### src/rtl/pm_evt_pkg.sv
`timescale 1ns/1ps
package pm_evt_pkg;

    // Main status bits that software may clear by writing one
    localparam logic [15:0] MAIN_STS_CLR_MASK = 16'h8710;
    // Main enable bits that software may store
    localparam logic [15:0] MAIN_EN_WR_MASK   = 16'h0520;
    // Status/enable pairs that feed the interrupt
    localparam logic [15:0] MAIN_IRQ_PAIRS    = 16'h0721;

    localparam int BIT_PWRBTN = 8;
    localparam int BIT_RTC    = 10;

    typedef enum logic [1:0] {
        SEL_MAIN_STS = 2'd0,
        SEL_MAIN_EN  = 2'd1,
        SEL_GPE_STS  = 2'd2,
        SEL_GPE_EN   = 2'd3
    } reg_sel_e;

    typedef enum logic [1:0] {
        SZ_BYTE = 2'd0,
        SZ_HALF = 2'd1,
        SZ_WORD = 2'd2,
        SZ_RSVD = 2'd3
    } acc_size_e;

    typedef struct packed {
        logic main_sts;
        logic main_en;
        logic gpe_sts;
        logic gpe_en;
    } wr_strb_t;

endpackage

### src/rtl/pm_bus_decode.sv
`timescale 1ns/1ps
module pm_bus_decode
    import pm_evt_pkg::*;
#(
    parameter int GPE_W = 8
) (
    input  logic             bus_valid,
    input  logic             bus_write,
    input  logic [1:0]       bus_addr,
    input  logic [1:0]       bus_size,
    input  logic [15:0]      main_sts_q,
    input  logic [15:0]      main_en_q,
    input  logic [GPE_W-1:0] gpe_sts_q,
    input  logic [GPE_W-1:0] gpe_en_q,
    output wr_strb_t         wstrb,
    output logic [15:0]      bus_rdata
);

    reg_sel_e    sel;
    acc_size_e   size;
    logic        size_ok;
    logic        rd_ok;
    logic [15:0] gpe_sts_ext;
    logic [15:0] gpe_en_ext;

    always_comb begin
        sel  = reg_sel_e'(bus_addr);
        size = acc_size_e'(bus_size);
        // main registers answer to two-byte accesses, GPE registers to single bytes
        if ((sel == SEL_MAIN_STS) || (sel == SEL_MAIN_EN)) begin
            size_ok = (size == SZ_HALF);
        end else begin
            size_ok = (size == SZ_BYTE);
        end
    end

    always_comb begin
        wstrb          = '0;
        wstrb.main_sts = bus_valid && bus_write && size_ok && (sel == SEL_MAIN_STS);
        wstrb.main_en  = bus_valid && bus_write && size_ok && (sel == SEL_MAIN_EN);
        wstrb.gpe_sts  = bus_valid && bus_write && size_ok && (sel == SEL_GPE_STS);
        wstrb.gpe_en   = bus_valid && bus_write && size_ok && (sel == SEL_GPE_EN);
    end

    always_comb begin
        gpe_sts_ext = '0;
        gpe_en_ext  = '0;
        gpe_sts_ext[GPE_W-1:0] = gpe_sts_q;
        gpe_en_ext[GPE_W-1:0]  = gpe_en_q;
        rd_ok     = bus_valid && !bus_write && size_ok;
        bus_rdata = '0;
        if (rd_ok) begin
            unique case (sel)
                SEL_MAIN_STS: bus_rdata = main_sts_q;
                SEL_MAIN_EN:  bus_rdata = main_en_q;
                SEL_GPE_STS:  bus_rdata = gpe_sts_ext;
                SEL_GPE_EN:   bus_rdata = gpe_en_ext;
                default:      bus_rdata = '0;
            endcase
        end
    end

endmodule

### src/rtl/pm_evt_regs.sv
`timescale 1ns/1ps
module pm_evt_regs
    import pm_evt_pkg::*;
#(
    parameter int               GPE_W     = 8,
    parameter logic [GPE_W-1:0] GPE_VALID = 'h01
) (
    input  logic             clk,
    input  logic             rst_n,
    input  wr_strb_t         wstrb,
    input  logic [15:0]      wdata,
    input  logic             pwrbtn_evt,
    input  logic             btn_arm,
    input  logic             rtc_evt,
    input  logic [GPE_W-1:0] gpe_evt,
    output logic [15:0]      main_sts_q,
    output logic [15:0]      main_en_q,
    output logic [GPE_W-1:0] gpe_sts_q,
    output logic [GPE_W-1:0] gpe_en_q
);

    typedef struct packed {
        logic [15:0]      main_sts;
        logic [15:0]      main_en;
        logic [GPE_W-1:0] gpe_sts;
        logic [GPE_W-1:0] gpe_en;
    } state_t;

    state_t           st_d, st_q;
    logic [15:0]      main_set, main_clr;
    logic [GPE_W-1:0] gpe_set, gpe_clr;

    always_comb begin
        st_d = st_q;

        main_set             = '0;
        main_set[BIT_PWRBTN] = pwrbtn_evt && btn_arm;
        main_set[BIT_RTC]    = rtc_evt;
        main_clr             = wstrb.main_sts ? (wdata & MAIN_STS_CLR_MASK) : '0;
        // set after clear: a same-cycle event keeps its bit
        st_d.main_sts = (st_q.main_sts & ~main_clr) | main_set;

        if (wstrb.main_en) begin
            st_d.main_en = wdata & MAIN_EN_WR_MASK;
        end

        gpe_set      = gpe_evt & GPE_VALID;
        gpe_clr      = wstrb.gpe_sts ? (wdata[GPE_W-1:0] & GPE_VALID) : '0;
        st_d.gpe_sts = (st_q.gpe_sts & ~gpe_clr) | gpe_set;

        if (wstrb.gpe_en) begin
            st_d.gpe_en = wdata[GPE_W-1:0] & GPE_VALID;
        end
    end

    always_ff @(posedge clk) begin
        if (!rst_n) begin
            st_q <= '0;
        end else begin
            st_q <= st_d;
        end
    end

    assign main_sts_q = st_q.main_sts;
    assign main_en_q  = st_q.main_en;
    assign gpe_sts_q  = st_q.gpe_sts;
    assign gpe_en_q   = st_q.gpe_en;

endmodule

### src/rtl/pm_sci_gen.sv
`timescale 1ns/1ps
module pm_sci_gen
    import pm_evt_pkg::*;
#(
    parameter int GPE_W = 8
) (
    input  logic [15:0]      main_sts_q,
    input  logic [15:0]      main_en_q,
    input  logic [GPE_W-1:0] gpe_sts_q,
    input  logic [GPE_W-1:0] gpe_en_q,
    output logic             sci
);

    logic [15:0]      pair_hit;
    logic [GPE_W-1:0] gpe_hit;

    for (genvar i = 0; i < 16; i++) begin : g_pair
        if (MAIN_IRQ_PAIRS[i]) begin : g_used
            assign pair_hit[i] = main_en_q[i] & main_sts_q[i];
        end else begin : g_unused
            assign pair_hit[i] = 1'b0;
        end
    end

    for (genvar j = 0; j < GPE_W; j++) begin : g_gpe
        assign gpe_hit[j] = gpe_en_q[j] & gpe_sts_q[j];
    end

    assign sci = (|pair_hit) | (|gpe_hit);

endmodule

### src/rtl/pm_evt_sci.sv
`timescale 1ns/1ps
module pm_evt_sci
    import pm_evt_pkg::*;
#(
    parameter int               GPE_W     = 8,
    parameter logic [GPE_W-1:0] GPE_VALID = 'h01
) (
    input  logic             clk,
    input  logic             rst_n,
    input  logic             bus_valid,
    input  logic             bus_write,
    input  logic [1:0]       bus_addr,
    input  logic [1:0]       bus_size,
    input  logic [15:0]      bus_wdata,
    output logic [15:0]      bus_rdata,
    input  logic             pwrbtn_evt,
    input  logic             btn_arm,
    input  logic             rtc_evt,
    input  logic [GPE_W-1:0] gpe_evt,
    output logic             sci
);

    wr_strb_t         wstrb;
    logic [15:0]      main_sts_q;
    logic [15:0]      main_en_q;
    logic [GPE_W-1:0] gpe_sts_q;
    logic [GPE_W-1:0] gpe_en_q;

    pm_bus_decode #(.GPE_W(GPE_W)) u_dec (
        .bus_valid  (bus_valid),
        .bus_write  (bus_write),
        .bus_addr   (bus_addr),
        .bus_size   (bus_size),
        .main_sts_q (main_sts_q),
        .main_en_q  (main_en_q),
        .gpe_sts_q  (gpe_sts_q),
        .gpe_en_q   (gpe_en_q),
        .wstrb      (wstrb),
        .bus_rdata  (bus_rdata)
    );

    pm_evt_regs #(.GPE_W(GPE_W), .GPE_VALID(GPE_VALID)) u_regs (
        .clk        (clk),
        .rst_n      (rst_n),
        .wstrb      (wstrb),
        .wdata      (bus_wdata),
        .pwrbtn_evt (pwrbtn_evt),
        .btn_arm    (btn_arm),
        .rtc_evt    (rtc_evt),
        .gpe_evt    (gpe_evt),
        .main_sts_q (main_sts_q),
        .main_en_q  (main_en_q),
        .gpe_sts_q  (gpe_sts_q),
        .gpe_en_q   (gpe_en_q)
    );

    pm_sci_gen #(.GPE_W(GPE_W)) u_sci (
        .main_sts_q (main_sts_q),
        .main_en_q  (main_en_q),
        .gpe_sts_q  (gpe_sts_q),
        .gpe_en_q   (gpe_en_q),
        .sci        (sci)
    );

endmodule

### config.mk
export PLATFORM = sky130hd
export DESIGN_NAME = pm_evt_sci
export DESIGN_NICKNAME = d
export VERILOG_FILES = /design/src/rtl/pm_evt_pkg.sv /design/src/rtl/pm_bus_decode.sv /design/src/rtl/pm_evt_regs.sv /design/src/rtl/pm_sci_gen.sv /design/src/rtl/pm_evt_sci.sv
export SDC_FILE = /design/constraint.sdc
export NUM_CORES = 1
export LEC_CHECK = 0
export ABC_AREA = 1
export CAP_MARGIN = 5
export CORE_AREA = 2 2 57 59
export DETAILED_ROUTE_END_ITERATION = 10
export DIE_AREA = 0 0 59 61
export PLACE_DENSITY = 0.88
export SETUP_SLACK_MARGIN = 0.2
export SYNTH_ARGS = -nofsm -noshare
export SYNTH_HDL_FRONTEND = slang
export SYNTH_HIERARCHICAL = 1
export SYNTH_SLANG_ARGS = --single-unit
export TNS_END_PERCENT = 5
### constraint.sdc
create_clock -name clk -period 1.7 [get_ports clk]
set_input_delay 0.255 -clock clk [delete_from_list [all_inputs] [get_ports clk]]
set_output_delay 0.255 -clock clk [all_outputs]
set_load 0.05 [all_outputs]
# Yosys cells after proc, flatten, opt, wreduce, memory -nomap -nowiden

Index checks and enable logic that the tools add are counted.

Bits in registers: 28
Output and inout port bits: 17
Word-level logic and storage cells: 38

Eq/ne operators: 4
Muxes and demuxes: 5
Bitwise gates (word level): 11
Reduce and logical (&&, ||, !) cells: 14

Operators by type and width:

| kind                 | number |
|---|---|
| $pmux W16 S4         | 1 |
| $mux W16             | 2 |
| $and A16 B16 Y16     | 1 |
| $not A16 Y16         | 1 |
| $or A16 B11 Y16      | 1 |
| $logic_and A1 B1 Y1  | 9 |
| $and A8 B8 Y8        | 1 |
| $not A8 Y8           | 1 |
| $or A8 B1 Y8         | 1 |
| $and A1 B1 Y1        | 4 |
| $eq A2 B1 Y1 const B | 2 |
| $eq A2 B2 Y1 const B | 2 |
| $logic_not A2 Y1     | 2 |
| $reduce_or A3 Y1     | 1 |
| $mux W1              | 2 |
| $logic_not A1 Y1     | 1 |
| $logic_or A1 B1 Y1   | 1 |
| $or A1 B1 Y1         | 1 |

# Longest topological paths before layout

Word-level depth: 9
Gate-level depth with buffers: 9
Gate-level depth less buffers: 7

# Cells and area by module

Netlist, hierarchy kept.

Modules (own cells, without submodules):

| module        | times used | cells each | area each (µm²) | sequential area each (µm²) |
|---|---|---|---|---|
| pm_bus_decode | 1          | 124        | 655.6           | 0.0 |
| pm_evt_regs   | 1          | 82         | 625.6           | 200.2 |
| pm_sci_gen    | 1          | 28         | 111.4           | 0.0 |

# Least setup slack after synthesis

Ideal clock, no wire load.

Kind: input port to output port
From: input port bus_addr[1]
To: output port bus_rdata[10]
Arrival: 1,530 ps
Data required time: 1,445 ps
Slack: -85 ps
Stages on the path: 5
Cells stage by stage: buf_6 > nor2_8 > buf_4 > nand2_1 > a21oi_1

Longest elaborated chain between the ends: 5

RTL lines:

| what                                             | RTL line                                 | text |
|---|---|---|
| start, declared                                  | pm_evt_sci.sv:12                         | `input logic [1:0] bus_addr,` |
| $eq A2 B1 Y1 or $logic_not A2 Y1 (tied branches) | pm_bus_decode.sv:30, pm_bus_decode.sv:53 |  |
| $logic_or A1 B1 Y1                               | pm_bus_decode.sv:30                      | `if ((sel == SEL_MAIN_STS) \|\| (sel == SEL_MAIN_EN)) begin` |
| $mux W1                                          | pm_bus_decode.sv:30                      |  |
| $logic_and A1 B1 Y1                              | pm_bus_decode.sv:50                      | `rd_ok = bus_valid && !bus_write && size_ok;` |
| $mux W16 (*)                                     | pm_bus_decode.sv:52                      | `if (rd_ok) begin` |
| end, declared                                    | pm_evt_sci.sv:15                         | `output logic [15:0] bus_rdata,` |

Every way passes the cells marked *; elsewhere a longest branch is shown, timed or not.

# Final worst setup path

From: input port bus_valid
To: output port bus_rdata[4]

Longest elaborated chain between the ends: 3

RTL lines:

| what                              | RTL line            | text |
|---|---|---|
| start, declared                   | pm_evt_sci.sv:10    | `input logic bus_valid,` |
| $logic_and A1 B1 Y1 (2 in series) | pm_bus_decode.sv:50 |  |
| $mux W16                          | pm_bus_decode.sv:52 |  |

Every way passes these cells.

==> key figures <==
Synth
  – Ys flop type: dfxtp_1
  – Largest cells by area after synthesis: nand2_1 21%, buf_4 21%, dfxtp_1 14%
  – Cells after synthesis: 234
  – Synth Register Bits: 10
  – Synthesized area per cell: 5.95 sq um
  – Count leader, synth: nand2_1
  – Area leader, netlist: nand2_1
  – Seq/Total Area, Yosys: 14.4%
  – Post-synthesis cell type count: 22
  – List of most frequent post-synthesis cells: 79 x nand2_1, 39 x buf_4, 29 x nor2_1, 22 x inv_1, 14 x a21oi_1
  – Warnings, synthesis: 6
  – Post-synth ARST share: 0%
  – Synthesized area: 1390 sq um
  – Share of the synthesized area in the top cell type: between 20% and 30%
  – Post-synth EDFFs: 0

STA
  – Final setup viols: 0
  – Worst-Margin Slew: 1.07 ns
  – Min cycle time layout: 1.50 ns
  – Clock skew: 0 ns
  – Final Hold Vio Count: 0
  – Slew HR: between 20% and 30%
  – Setup TNS: 0 ns
  – Max Freq: between 600 and 700 MHz
  – RSZ-0062 raised after global routing: true
  – Slew Viols, Final: 0
  – Period utilization: 88.3%

Clocking
  – CTS sink cnt: 10
  – H-tree depth: 1
  – TritonCTS clock tree: built
  – TritonCTS buffer count: 3
  – CTS Hold Buffers Added: 0
  – Root buf cell: clkbuf_4
  – Clk buf depth: 2
  – Worst-path clk slew: roughly 0.06 ns
  – Later-pin clock latency in the skew report: roughly 0.26 ns

Worst setup path
  – Crit. Startpoint: bus_valid
  – Setup CP Type: in2out
  – Element type at the critical path end: output pin
  – Crit path to: bus_rdata[4]
  – CP peak stage delay: 0.21 ns
  – CP arrival: approximately 1.3 ns
  – Critical path buffer and inverter count: 4
  – Crit path cell chain: clkdlybuf4s15_1 > inv_2 > nor2_4 > buf_6 > nand4_1 > nor2_2 > buf_12
  – Worst r2r src: u_regs/gpe_en_q[0]
  – WP data required: about 1.4 ns
  – Worst path slowest cell: clkdlybuf4s15_1
  – Top delay family on crit path: buffers and inverters
  – Worst path depth: 7
  – RR Endpoint: u_regs/gpe_en_q[0]
  – Worst Reg2Reg Path Length in Cells: 2
  – CP Launch Type: input port
  – Crit path max fanout: 3
  – R2R setup slack: between 1 and 1.5 ns

Detailed routing
  – Via density: 4.52
  – Post-DRT Antenna Nets: 0
  – Routed via count: 1492
  – DRT Wirelength: 3.62 mm
  – Post-route DRC: 0
  – DR iter-0 viols: 29
  – 1st-pass router iterations: 4
  – Routed wire per std cell: 11.0 um

Layout
  – Register Area: 200 sq um
  – Multi-input combinational cell area: 976 sq um
  – Share of layout cells above drive strength 1: about 28%
  – Fin util: 69.9%
  – Antenna fix cells: 0
  – Nets: 334
  – Fillers: 218
  – Synth-to-Final Area Change: 48.2%

Placed design
  – Input/output buffers: 31
  – Placer congestion estimate: about 0.84
  – Detail Placement HPWL: 2.54 mm

Global routing
  – Initial antenna violation count: 0
  – Total grt overflow: 0
  – Largest net degree at the start of global routing: 11
  – Total GRT Usage: 22.2%
  – Global-route wire length before repair: 6.07 mm
  – Vias in the first global route: 1425

Min path
  – Worst min path class: reg2reg

Die
  – Core ar.: 2950 sq um
  – Row cnt: 20
  – I/O pin count: 52
  – Die ar.: 3600 sq um
  – Initial Util: 47.2%
  – Die X: 59 um
  – Die height: 61 um

Power
  – Clk pwr share: 21.4%
  – Power Density: roughly 370 nW/um^2
  – Net Sw Power: approximately 270 uW
  – Leak Pwr: 0.983 nW
  – VDD IR max: 373 uV
  – Sw Share: 35.8%
  – Comb power frac: a little under half
  – Sequential share of power: 32.6%
  – Int Pwr: about 480 uW

Run
  – Max-cap violations: 0

Outcome
  – Outcome: completed
==> per-layer routing <==
layer	part of all wire [%]	track usage [%]	wire length (um)	vias up
met5	0	0	0	-
met1	44	27.0	1590	661
met3	2.8	1.49	103	14
li1	-	-	-	781
met4	3.9	11.7	140	0
met2	49	39.2	1790	36
==> area by class of cell <==
class,instances,share of cell area (%)
Tap cell,33,2.00
Inverter,24,4.85
Clock buffer,3,1.09
Sequential cell,10,9.70
Timing Repair Buffer,65,35.1
Multi-Input combinational cell,195,47.3
==> state kept, by name, indices dropped and copies added (netlist names) <==
| signal | cells |
|---|---|
| u_regs/main_en_q | 3 |
| u_regs/gpe_en_q | 1 |
| u_regs/gpe_sts_q | 1 |
| u_regs/main_sts_q | 5 |
==> tightest hold or removal path: cells and delay by family (launching register included) <==
kind	cells	cell delay (ns)
AO/OA/AOI/OAI	1	0.03
flip-flops	1	0.31
AND/OR/NAND/NOR	1	0.05
==> metrics by stage <==
step	area (sq um)	hold slack [ns]	instances	setup slack, ns	total power [mW]
detailed placement	1880	0.422	316	-0.252	0.549
global route	2060	0.459	330	0.149	0.794
floorplan	1540	0.346	271	-0.0845	0.485
CTS	2060	0.431	328	0.179	0.740
global placement	1880	0.421	316	-0.242	0.545
finish	2060	0.432	330	0.199	0.755
==> power groups by stage <==
stage	logic, mW	registers, mW	clock network (mW)
after floorplan	0.235	0.250	0
after global placement	0.294	0.251	0
after detailed placement	0.299	0.251	0
after CTS	0.330	0.246	0.164
after global routing	0.379	0.247	0.168
final	0.348	0.246	0.161
==> worst min path at each step <==
| stage | from | end | slack (ns) | depth (start not counted) |
|---|---|---|---|---|
| finish | u_regs/main_sts_q[4] | u_regs/main_sts_q[4] | 0.43 | 2 |
| global route | u_regs/main_sts_q[4] | u_regs/main_sts_q[4] | 0.46 | 2 |
| CTS | u_regs/main_sts_q[4] | u_regs/main_sts_q[4] | 0.43 | 2 |
| detailed placement | u_regs/main_sts_q[4] | u_regs/main_sts_q[4] | 0.42 | 2 |
| global placement | u_regs/main_sts_q[4] | u_regs/main_sts_q[4] | 0.42 | 2 |
| floorplan | bus_wdata[15] | u_regs/main_sts_q[15] | 0.35 | 1 |
==> cells by family (layout without fill, tap and decap cells) <==
logic type	count (synthesis)	in the layout	share of synthesized area [%]
buffers and inverters	66	92	30.7
other	1	38	0.269
flip-flops	10	10	14.4
AND/OR/NAND/NOR	134	134	45.5
AO/OA/AOI/OAI	23	23	9.16
==> what timing repair did <==
item	4_1_cts	5_1_grt
setup buffers	9	2
setup endpoints to repair	22	20
gates resized for setup	42	6
pin swaps	13	9
==> cell usage in the layout (no fill, tap or decap) <==
cell type and count:
nand2_2 4, nor2_2 8, nand3_4 1, buf_6 7
nand3_1 6, clkbuf_4 3, clkbuf_2 2, buf_12 15
nor2_1 22, buf_2 2, clkdlybuf4s50_1 12, nand4_1 8
dfxtp_1 10, clkdlybuf4s15_1 1, inv_4 1, nand4_2 1
nor2_4 3, nor2_8 3, o21a_1 5, conb_1 38
inv_1 20, o21ai_0 4, inv_8 1, inv_2 2
nand3_2 1, buf_4 26, a21oi_1 10, nand2_1 77
a21oi_4 4
Power figures use the tool's default switching activity.
